--- src/rtl/atom_pkg.sv ---
package atom_pkg;

  localparam logic [3:0] OP_ADD  = 4'd0;
  localparam logic [3:0] OP_MIN  = 4'd1;
  localparam logic [3:0] OP_MAX  = 4'd2;
  localparam logic [3:0] OP_INC  = 4'd3;
  localparam logic [3:0] OP_DEC  = 4'd4;
  localparam logic [3:0] OP_AND  = 4'd5;
  localparam logic [3:0] OP_OR   = 4'd6;
  localparam logic [3:0] OP_XOR  = 4'd7;
  localparam logic [3:0] OP_EXCH = 4'd8;
  localparam logic [3:0] OP_CAS  = 4'd9;

  localparam logic [3:0] TY_U32 = 4'd4;
  localparam logic [3:0] TY_U64 = 4'd5;
  localparam logic [3:0] TY_S32 = 4'd7;

  typedef struct packed {
    logic latchReq;
    logic exec;
    logic captureRsp;
  } atom_strobe_t;

endpackage

--- src/rtl/atom_alu.sv ---
module atom_alu
  import atom_pkg::*;
(
  input  logic [3:0]  op,
  input  logic        is64,
  input  logic        isSigned,
  input  logic [63:0] oldVal,
  input  logic [63:0] operand,
  input  logic [63:0] compare,
  output logic [63:0] newVal,
  output logic        doWrite
);

  logic [63:0] mask, a, b, c, res;
  logic lessU, lessS, less;

  always_comb begin
    mask  = is64 ? 64'hFFFF_FFFF_FFFF_FFFF : 64'h0000_0000_FFFF_FFFF;
    a     = oldVal & mask;
    b     = operand & mask;
    c     = compare & mask;
    lessU = a < b;
    lessS = $signed(a[31:0]) < $signed(b[31:0]);
    less  = (isSigned && !is64) ? lessS : lessU;
    doWrite = 1'b1;
    unique case (op)
      OP_ADD:  res = a + b;
      OP_MIN:  res = less ? a : b;
      OP_MAX:  res = less ? b : a;
      OP_INC:  res = (a >= b) ? 64'd0 : a + 64'd1;
      OP_DEC:  res = ((a == 64'd0) || (a > b)) ? b : a - 64'd1;
      OP_AND:  res = a & b;
      OP_OR:   res = a | b;
      OP_XOR:  res = a ^ b;
      OP_EXCH: res = b;
      OP_CAS: begin
        res     = b;
        doWrite = (a == c);
      end
      default: begin
        res     = a;
        doWrite = 1'b0;
      end
    endcase
    newVal = res & mask;
  end

endmodule

--- src/rtl/atom_ctrl.sv ---
module atom_ctrl
  import atom_pkg::*;
(
  input  logic         clk,
  input  logic         rstN,
  input  logic         reqValid,
  output logic         reqReady,
  output logic         rspValid,
  input  logic         rspReady,
  input  logic         needRsp,
  output atom_strobe_t strobe
);

  typedef enum logic [1:0] { S_IDLE, S_EXEC, S_RESP } state_t;
  state_t state, stateNext;

  always_comb begin
    stateNext = state;
    strobe    = '0;
    reqReady  = 1'b0;
    rspValid  = 1'b0;
    unique case (state)
      S_IDLE: begin
        reqReady = 1'b1;
        if (reqValid) begin
          strobe.latchReq = 1'b1;
          stateNext       = S_EXEC;
        end
      end
      S_EXEC: begin
        strobe.exec = 1'b1;
        if (needRsp) begin
          strobe.captureRsp = 1'b1;
          stateNext         = S_RESP;
        end else begin
          stateNext = S_IDLE;
        end
      end
      S_RESP: begin
        rspValid = 1'b1;
        if (rspReady) stateNext = S_IDLE;
      end
      default: stateNext = S_IDLE;
    endcase
  end

  always_ff @(posedge clk) begin
    if (!rstN) state <= S_IDLE;
    else       state <= stateNext;
  end

  // a pending response is not withdrawn
  a_r11_rsp_held: assert property (@(posedge clk) disable iff (!rstN)
    rspValid && !rspReady |=> rspValid);

  // no acceptance while a response waits
  a_r11_busy_no_accept: assert property (@(posedge clk) disable iff (!rstN)
    rspValid |-> !reqReady);

endmodule

--- src/rtl/atom_datapath.sv ---
module atom_datapath
  import atom_pkg::*;
#(
  parameter int DEPTH = 16,
  parameter int OFF_W = 20
) (
  input  logic               clk,
  input  logic               rstN,
  input  atom_strobe_t       strobe,
  input  logic [3:0]         reqOp,
  input  logic [3:0]         reqType,
  input  logic               reqReturn,
  input  logic               reqWideAddr,
  input  logic [63:0]        reqBase,
  input  logic [OFF_W-1:0]   reqOffset,
  input  logic [63:0]        reqOperand,
  input  logic [63:0]        reqCompare,
  output logic               needRsp,
  output logic [63:0]        rspData,
  output logic               rspErr
);

  localparam int          IDX_W   = $clog2(DEPTH);
  localparam logic [63:0] DEPTH_L = 64'(DEPTH);

  logic [DEPTH-1:0][31:0] mem;

  logic [3:0]  opR, typeR;
  logic        retR;
  logic [63:0] eaR, opdR, cmpR;

  logic [63:0] baseEff, offExt;
  always_comb begin
    baseEff = reqWideAddr ? reqBase : {32'd0, reqBase[31:0]};
    offExt  = {{(64-OFF_W){reqOffset[OFF_W-1]}}, reqOffset};
  end

  always_ff @(posedge clk) begin
    if (!rstN) begin
      opR   <= '0;
      typeR <= TY_U32;
      retR  <= 1'b0;
      eaR   <= '0;
      opdR  <= '0;
      cmpR  <= '0;
    end else if (strobe.latchReq) begin
      opR   <= reqOp;
      typeR <= reqType;
      retR  <= reqReturn;
      eaR   <= baseEff + offExt;
      opdR  <= reqOperand;
      cmpR  <= reqCompare;
    end
  end

  logic is64, isSigned, typeOk, opOk, kindOk, rangeOk, alignOk, reqErr;
  logic [IDX_W-1:0] idxLo, idxHi;
  logic [63:0] oldVal, newVal;
  logic doWrite;

  always_comb begin
    is64     = (typeR == TY_U64);
    isSigned = (typeR == TY_S32);
    typeOk   = (typeR == TY_U32) || (typeR == TY_U64) || (typeR == TY_S32);
    opOk     = (opR <= OP_CAS);
    kindOk   = retR || (opR < OP_EXCH);
    rangeOk  = (eaR < DEPTH_L);
    alignOk  = !is64 || !eaR[0];
    reqErr   = !(typeOk && opOk && kindOk && rangeOk && alignOk);
    needRsp  = retR || reqErr;
    idxLo    = eaR[IDX_W-1:0];
    idxHi    = idxLo | IDX_W'(1);
    oldVal   = is64 ? {mem[idxHi], mem[idxLo]} : {32'd0, mem[idxLo]};
  end

  atom_alu u_alu (
    .op       (opR),
    .is64     (is64),
    .isSigned (isSigned),
    .oldVal   (oldVal),
    .operand  (opdR),
    .compare  (cmpR),
    .newVal   (newVal),
    .doWrite  (doWrite)
  );

  always_ff @(posedge clk) begin
    if (!rstN) begin
      mem <= '0;
    end else if (strobe.exec && !reqErr && doWrite) begin
      mem[idxLo] <= newVal[31:0];
      if (is64) mem[idxHi] <= newVal[63:32];
    end
  end

  always_ff @(posedge clk) begin
    if (!rstN) begin
      rspData <= '0;
      rspErr  <= 1'b0;
    end else if (strobe.captureRsp) begin
      rspData <= reqErr ? 64'd0 : oldVal;
      rspErr  <= reqErr;
    end
  end

  // a rejected request leaves memory untouched
  a_r9_err_mem_stable: assert property (@(posedge clk) disable iff (!rstN)
    strobe.exec && reqErr |=> $stable(mem));

  // a compare miss leaves memory untouched
  a_r7_cas_miss_stable: assert property (@(posedge clk) disable iff (!rstN)
    strobe.exec && !reqErr && opR == OP_CAS &&
    (is64 ? (oldVal != cmpR) : (oldVal[31:0] != cmpR[31:0])) |=> $stable(mem));

  // a reduction asking for EXCH or CAS writes nothing and answers
  a_r10_reduction_swap_rejected: assert property (@(posedge clk) disable iff (!rstN)
    strobe.exec && !retR && (opR == OP_EXCH || opR == OP_CAS) |-> strobe.captureRsp);

endmodule

--- src/rtl/atomic_rmw_unit.sv ---
module atomic_rmw_unit
  import atom_pkg::*;
#(
  parameter int DEPTH = 16,
  parameter int OFF_W = 20
) (
  input  logic             clk,
  input  logic             rstN,
  input  logic             reqValid,
  output logic             reqReady,
  input  logic [3:0]       reqOp,
  input  logic [3:0]       reqType,
  input  logic             reqReturn,
  input  logic             reqWideAddr,
  input  logic [63:0]      reqBase,
  input  logic [OFF_W-1:0] reqOffset,
  input  logic [63:0]      reqOperand,
  input  logic [63:0]      reqCompare,
  output logic             rspValid,
  input  logic             rspReady,
  output logic [63:0]      rspData,
  output logic             rspErr
);

  atom_strobe_t strobe;
  logic needRsp;

  atom_ctrl u_ctrl (
    .clk      (clk),
    .rstN     (rstN),
    .reqValid (reqValid),
    .reqReady (reqReady),
    .rspValid (rspValid),
    .rspReady (rspReady),
    .needRsp  (needRsp),
    .strobe   (strobe)
  );

  atom_datapath #(.DEPTH(DEPTH), .OFF_W(OFF_W)) u_dp (
    .clk         (clk),
    .rstN        (rstN),
    .strobe      (strobe),
    .reqOp       (reqOp),
    .reqType     (reqType),
    .reqReturn   (reqReturn),
    .reqWideAddr (reqWideAddr),
    .reqBase     (reqBase),
    .reqOffset   (reqOffset),
    .reqOperand  (reqOperand),
    .reqCompare  (reqCompare),
    .needRsp     (needRsp),
    .rspData     (rspData),
    .rspErr      (rspErr)
  );

  // response payload holds under backpressure
  a_r11_payload_hold: assert property (@(posedge clk) disable iff (!rstN)
    rspValid && !rspReady |=> $stable(rspData) && $stable(rspErr));

endmodule

--- config.mk ---
export PLATFORM = sky130hd
export DESIGN_NAME = atomic_rmw_unit
export DESIGN_NICKNAME = d
export VERILOG_FILES = /design/src/rtl/atom_pkg.sv /design/src/rtl/atom_alu.sv /design/src/rtl/atom_ctrl.sv /design/src/rtl/atom_datapath.sv /design/src/rtl/atomic_rmw_unit.sv
export SDC_FILE = /design/constraint.sdc
export NUM_CORES = 2
export LEC_CHECK = 0
export ABC_AREA = 1
export BUFFER_PORTS_ARGS = -buffer_cell sky130_fd_sc_hd__buf_4
export CAP_MARGIN = 20
export CORE_MARGIN = 1.5
export CORE_UTILIZATION = 30
export CTS_CLUSTER_SIZE = 16
export DETAILED_ROUTE_END_ITERATION = 12
export PLACE_DENSITY = 0.55
export SLEW_MARGIN = 30
export SYNTH_ARGS = -nofsm -noshare
export SYNTH_HDL_FRONTEND = slang
export SYNTH_SLANG_ARGS = --single-unit
--- constraint.sdc ---
create_clock -name clk -period 5.29 [get_ports clk]
set_input_delay 0.529 -clock clk [delete_from_list [all_inputs] [get_ports clk]]
set_output_delay 0.529 -clock clk [all_outputs]
set_load 0.02 [all_outputs]
* After elaboration in Yosys (flattened, before gate mapping)
Index checks and enable logic that the tools add are counted.
Word-level totals: register bits after elaboration 780, output and inout bits 67, word-level logic and storage cells 120
Operators by class: $add $sub $neg 4, order comparisons 11, eq/ne operators 17, mux-type cells 32, bitwise logic cells 7, reduce and logical (&&, ||, !) cells 24
Operator list (number):
- 512-bit bitwise mux | 2
- 64-bit one-hot mux with 9 select lines | 1
- 512-bit two-way mux | 1
- 64-bit two-way mux | 8
- 64-bit AND | 5
- 64-bit adder | 2
- 32-bit binary-select mux with 4-bit select | 1
- 32-bit demux with 4-bit select | 1
- 32-bit two-way mux | 4
- 32-bit binary-select mux with 3-bit select | 1
- 32-bit demux with 3-bit select | 1
- 64-bit by 1-bit adder with 64-bit output (second input constant) | 1
- 64-bit == test | 1
- 64-bit >= comparator | 1
- 64-bit > comparator | 1
- 64-bit zero test | 1
- 64-bit by 5-bit less-than comparator with 1-bit output (second input constant) | 1
- 64-bit less-than comparator | 1
- 64-bit bitwise OR | 1
- 64-bit by 1-bit subtractor with 64-bit output (second input constant) | 1
- 64-bit XOR | 1
- 32-bit less-than comparator | 1
- 4-bit by 3-bit == test with 1-bit output (second input constant) | 7
- 4-bit by 5-bit less-than comparator with 1-bit output (second input constant) | 2
- 21 further kinds | 48

* Logic depth before layout (Yosys ltp)
depth in word-level cells 13, gate-level depth with buffers 39, gate-level depth less buffers 33

* By module
A second synthesis with hierarchy kept.
Unflattened totals: cells, all modules 11132, area, all modules 64361.7 um^2
By module, submodules not included:
- atom_datapath | instances 1, cells an instance 7490, area an instance 45388.5 um^2, sequential area each 15574.9 um^2
- atom_alu | instances 1, cells an instance 3625, area an instance 18858.1 um^2, sequential area each 0.0 um^2
- atom_ctrl | instances 1, cells an instance 17, area an instance 115.1 um^2, sequential area each 40.0 um^2

* Worst setup path before layout
No wires, ideal clock.
path kind reg-to-reg, from register u_dp.typeR[2], to register u_dp.mem[316] in the netlist's numbering, library setup time 0.109 ns, arrival time 4.062 ns, path slack 1.119 ns, cell stages (with the launch flop) 30, buffers on the path 4, cell sequence dfxtp_1 > inv_1 > nor2_1 > nand2_1 > nor2_1 > clkbuf_1 > clkbuf_1 > nand2_1 > inv_1 > ha_1 > inv_1 > nand2_1 > nor3_1 > nand3_1 > nor3_1 > nand2_1 > nand2_1 > nand2_1 > nand2_1 > buf_2 > buf_1 > nand2_1 > nand3_1 > nand2_1 > nor2_1 > nand4_1 > nand3_1 > nand3_1 > nand2_1 > inv_1
On the way: cells in the longest elaborated chain, start to end 11, elaborated cells between the ends (all ways) 42, those cells by class add/sub (3); order compare (3); eq/ne (4); mux (12); bitwise (7); reduce/logical (13)
RTL lines:
- start: declaration | line atom_datapath.sv:28 | logic [3:0] opR, typeR;
- start signal: assignment | line atom_datapath.sv:48 | typeR <= reqType;
- 4-bit by 3-bit == test with 1-bit output | line atom_datapath.sv:62, atom_datapath.sv:64
- 64-bit two-way mux, on equally long branches | line atom_datapath.sv:73, atom_alu.sv:18
- 64-bit AND, on equally long branches | line atom_alu.sv:19, atom_alu.sv:20
- 64-bit less-than comparator (tied with other cells) | line atom_alu.sv:22 | lessU = a < b;
- 1-bit two-way mux / 1-bit logical OR (equally long branches) | line atom_alu.sv:24, atom_alu.sv:31
- 64-bit two-way mux, on equally long branches | line atom_alu.sv:29, atom_alu.sv:28, atom_alu.sv:31
- 64-bit one-hot mux with 9 select lines | line atom_alu.sv:26 | unique case (op)
- 64-bit AND | line atom_alu.sv:45 | newVal = res & mask;
- 512-bit bitwise mux | line atom_datapath.sv:91 | mem[idxLo] <= newVal[31:0];
- 512-bit bitwise mux | line atom_datapath.sv:92 | if (is64) mem[idxHi] <= newVal[63:32];
- 512-bit two-way mux | line atom_datapath.sv:92
- end signal: indexed assignment | line atom_datapath.sv:91
- end signal: indexed assignment | line atom_datapath.sv:92
- end: declaration | line atom_datapath.sv:26 | logic [DEPTH-1:0][31:0] mem;
Several ways; a longest one is shown, not always the timed one. A chain may end at the register's enable or synchronous reset.

* Final worst setup path
from register u_dp.eaR[1], to register u_dp.mem[44] in the netlist's numbering
On the way: cells in the longest elaborated chain, start to end 12, elaborated cells between the ends (all ways) 45, those cells by class add/sub (3); order compare (9); eq/ne (1); mux (19); bitwise (5); reduce/logical (8)
RTL lines:
- start: declaration | line atom_datapath.sv:30 | logic [63:0] eaR, opdR, cmpR;
- start signal: assignment | line atom_datapath.sv:50 | eaR <= baseEff + offExt;
- 32-bit binary-select mux with 4-bit select / 32-bit binary-select mux with 3-bit select (equally long branches) | line atom_datapath.sv:73 | oldVal = is64 ? {mem[idxHi], mem[idxLo]} : {32'd0, mem[idxLo]};
- 32-bit two-way mux (implied by the code) | line atom_datapath.sv:73
- 64-bit two-way mux | line atom_datapath.sv:73
- 64-bit AND | line atom_alu.sv:19 | a = oldVal & mask;
- 64-bit less-than comparator (tied with other cells) | line atom_alu.sv:22
- 1-bit two-way mux / 1-bit logical OR (equally long branches) | line atom_alu.sv:24, atom_alu.sv:31
- 64-bit two-way mux, on equally long branches | line atom_alu.sv:29, atom_alu.sv:28, atom_alu.sv:31
- 64-bit one-hot mux with 9 select lines | line atom_alu.sv:26
- 64-bit AND | line atom_alu.sv:45
- 512-bit bitwise mux | line atom_datapath.sv:91
- 512-bit bitwise mux | line atom_datapath.sv:92
- 512-bit two-way mux | line atom_datapath.sv:92
Several ways; a longest one is shown, not always the timed one. The select of a mux whose other input is x is not followed.

==> impl_metrics.csv <==
group,metric,value,unit
place,place_congestion,1.11,
critical_path,cp_top_family,"simple AND/OR/NAND/NOR gates",
route,wire_per_inst,26.0,µm
sta,hold_viol,0,
route,initialDrtViolationCount,12600,
cells_and_area,fin_nets,13100,
critical_path,critPathBufInv,9,
pwr,power.density,214,mW/mm²
cells_and_area,areaGrowthSynthToFinish,24.4,%
yosys,synth_top_area_cell,"nand2_1",
clocking,clk_latency,0.80,ns
yosys,synth.distinct_cells,56,
clocking,cts_buffers,98,
yosys,avgSynthCellArea,5.57,µm²
grt,grt_pass1_wl,563,mm
route,avgViaCountPerCell,5.49,
critical_path,worstRegToRegCells,30,
worst_hold_path,hold_class,"in2reg",
pwr,ir_drop,0.000245,V
pwr,p_switching,0.00617,W
clocking,cts_htree_levels,3,
critical_path,crit_top_cell,"nand2_1",
pwr,clkPwrFrac,0.408,
sta,slew_headroom,0.240,
clocking,clk_path_buf_depth,3,
sta,skew,0.0491,ns
grt,gr-total-overflow,0,
clocking,cts.sinks,780,
die,chipHeight,473,µm
die,die_area,0.224,mm²
cells_and_area,drive_above_1_share,0.125,
grt,antenna_found_initial,30,
yosys,synth_edf_count,0,
clocking,cts_tree,"yes",
route,remaining_drc_errors,0,
critical_path,crit_path_max_incr_delay,0.45,ns
die,die_x,473,µm
critical_path,cp.arrival,5.90,ns
route,routed_wl,406,mm
sta,finalMaxSlewViolations,0,
yosys,syn_inst,11900,
critical_path,crit_path_end_kind,"flop",
critical_path,critPathLaunchType,"flop",
route,first_pass_iters,7,
die,core_area,0.220,mm²
sta,finalSetupTns,0,ns
die,initial_core_util,0.302,
yosys,synth-seq-area-share,0.235,
grt,grt_max_degree,123,
sta,max_freq,0.191,GHz
pwr,p_sw_frac,0.349,
sta,fin_crit_sh,0.989,
sta,tightestPinTransition,1.14,ns
pwr,combPwrFrac,0.241,
yosys,synth_top_area_frac,0.247,
critical_path,cp_max_fo,55,
yosys,yosys-top-cells-area,"nand2_1, dfxtp_1, a21oi_1",
pwr,p_leak,40.0,nW
clocking,clk_pin_slew_worst_paths,0.06,ns
yosys,synth_seq_cells,780,
sta,finalWorstSetupSlack,0.0566,ns
die,pin_count,293,
yosys,synth_async_sr_flop_share,0,
route,routed-via-count,85900,
place,dpl_worst_slack,-0.293,ns
sta,fin_crit,5.23,ns
yosys,netlist_area,0.0663,mm²
run,drv_cap,0,
grt,grt_pass1_vias,76300,
yosys,synthFlopType,"dfxtp_1",
outcome,status,"finished, final reports clean",
yosys,synth_fp_nets,12400,
pwr,p_seq_frac,0.351,
critical_path,worstSetupPathType,"reg2reg",
pwr,p_int,0.0115,W
grt,grtUsageTotal,0.345,
place,post-dp-hpwl,304,mm
critical_path,required,5.96,ns
worst_hold_path,whs_path_depth,3,
place,port_buffers,292,
critical_path,cp_slowest_cell,"dfxtp_4",
route,ant_nets,0,
yosys,yosys_warnings,0,
sta,rsz0062_at_grt,"yes",
die,rows,172,
critical_path,crit_cells,30,
clocking,root_buffer,"clkbuf_16",
sta,setup_viol,0,
power by group through the flow:
| stage | Clock (W) | Sequential [W] | Combinational, W |
|---|---|---|---|
| 2_1_floorplan | 0 | 0.00623 | 0.00197 |
| 3_3_place_gp | 0 | 0.00632 | 0.00395 |
| 3_5_place_dp | 0 | 0.00632 | 0.00395 |
| 4_1_cts | 0.00725 | 0.00619 | 0.00399 |
| 5_1_grt | 0.00748 | 0.00621 | 0.00442 |
| 6_report | 0.00720 | 0.00621 | 0.00425 |
what timing repair did:
action                                  4_1_cts  5_1_grt
gates cloned                                  0       10
pin swaps                                     0        9
endpoints found under the setup margin       17      487
buffers inserted                              0       23
gates resized for setup                       3       67
hold buffers                                 51        0
endpoints found under the hold margin        51        0
worst reg2reg max path, delay by kind of cell, from the launching register on:
kind | cells | cell delay, ns
AND/OR/NAND/NOR | 18 | 2.31
adder cells (fa/ha/maj) | 1 | 0.34
AO/OA/AOI/OAI | 2 | 0.63
flip-flops | 1 | 0.45
buffers and inverters | 9 | 1.41
stage by stage:
stage               utilization  hold WS [ns]  cell area [µm²]  power [W]  std cells
floorplan                     -         0.441            66300    0.00820      11900
global placement          0.355         0.452            77900     0.0103      15400
detailed placement        0.355         0.456            77900     0.0103      15400
CTS                       0.372       0.00280            81800     0.0174      15600
global route              0.375        0.0336            82500     0.0181      15600
finish                    0.376        0.0267            82500     0.0177      15700
final cells by class:
type | count | area, µm²
sequential | 780 | 15600
clock buffer | 141 | 2830
inverter | 1143 | 4330
multi-input combinational | 9360 | 43900
clock inverter | 34 | 487
antenna | 10 | 25.0
timing repair buffer | 1229 | 11600
fill | 24800 | 137000
tap | 2958 | 3700
path summary, 6_finish.rpt:
kind | slack, ns | end | from
worst min register to register | 0.46 | u_dp.rspData[2]$_SDFFE_PN0P_ | u_dp.rspData[2]$_SDFFE_PN0P_
worst max-delay path | 0.06 | u_dp.mem[44]$_SDFFE_PN0P_ | u_dp.eaR[1]$_SDFFE_PN0P_
worst max register to register | 0.06 | u_dp.mem[44]$_SDFFE_PN0P_ | u_dp.eaR[1]$_SDFFE_PN0P_
worst min-delay path | 0.03 | u_dp.opdR[58]$_SDFFE_PN0P_ | reqOperand[58]
kinds of logic (layout without fill, tap and decap cells):
family	count (synthesis)	in the layout	synth area share
and+or+nand+nor	6887	6887	0.423
DFF	780	780	0.235
adders and majority gates	260	260	0.0493
buffers and inverters	1761	2547	0.108
xor gates and xnor gates	102	102	0.0135
AOI/OAI and AO/OA	2111	2111	0.171
other	0	10	0
cell usage after synthesis (41+ instances only):
| master | number |
|---|---|
| nand2_1 | 4370 |
| nor2_1 | 1319 |
| inv_1 | 1107 |
| a21oi_1 | 995 |
| nand3_1 | 870 |
| dfxtp_1 | 780 |
| o21ai_0 | 754 |
| clkbuf_1 | 342 |
| ha_1 | 258 |
| buf_2 | 196 |
| nand4_1 | 83 |
| o21ai_1 | 71 |
| xor2_1 | 64 |
| nand2_2 | 56 |
| nor3_1 | 52 |
| o22ai_1 | 41 |
layout by cell type, fill, tap and decap left out, types with 14 or more instances in the layout:
master	synthesis	layout
a21o_1	19	19
xor2_1	64	64
nand2_2	56	67
ha_1	258	257
o21a_1	26	26
o211ai_1	28	28
buf_12	0	149
dlygate4sd3_1	0	51
nor2_1	1319	1278
o22ai_1	41	41
nand4_1	83	83
nor2_4	20	48
a31oi_1	27	27
dfxtp_1	780	776
a221oi_1	28	28
a21oi_1	995	994
o21ai_1	71	75
o221ai_1	35	35
clkbuf_16	0	110
clkbuf_8	0	17
nor3_1	52	48
nor2_2	17	30
buf_4	33	1000
nor4_1	27	27
inv_2	16	14
xnor2_1	38	38
a211oi_1	34	34
nand2_1	4370	4357
clkinv_1	20	28
nand3_2	37	50
nand3_1	870	857
inv_1	1107	1090
o21ai_0	754	748
clkbuf_1	342	24
per-layer routing:
| metal | GRT usage | share of wire | vias to the layer above |
|---|---|---|---|
| met5 | 0 | 0.00068 | - |
| met4 | 0.178 | 0.060 | 32 |
| met3 | 0.0884 | 0.12 | 959 |
| met2 | 0.488 | 0.40 | 5307 |
| met1 | 0.477 | 0.42 | 40100 |
| li1 | - | - | 39500 |
Power figures use the tool's default switching activity.
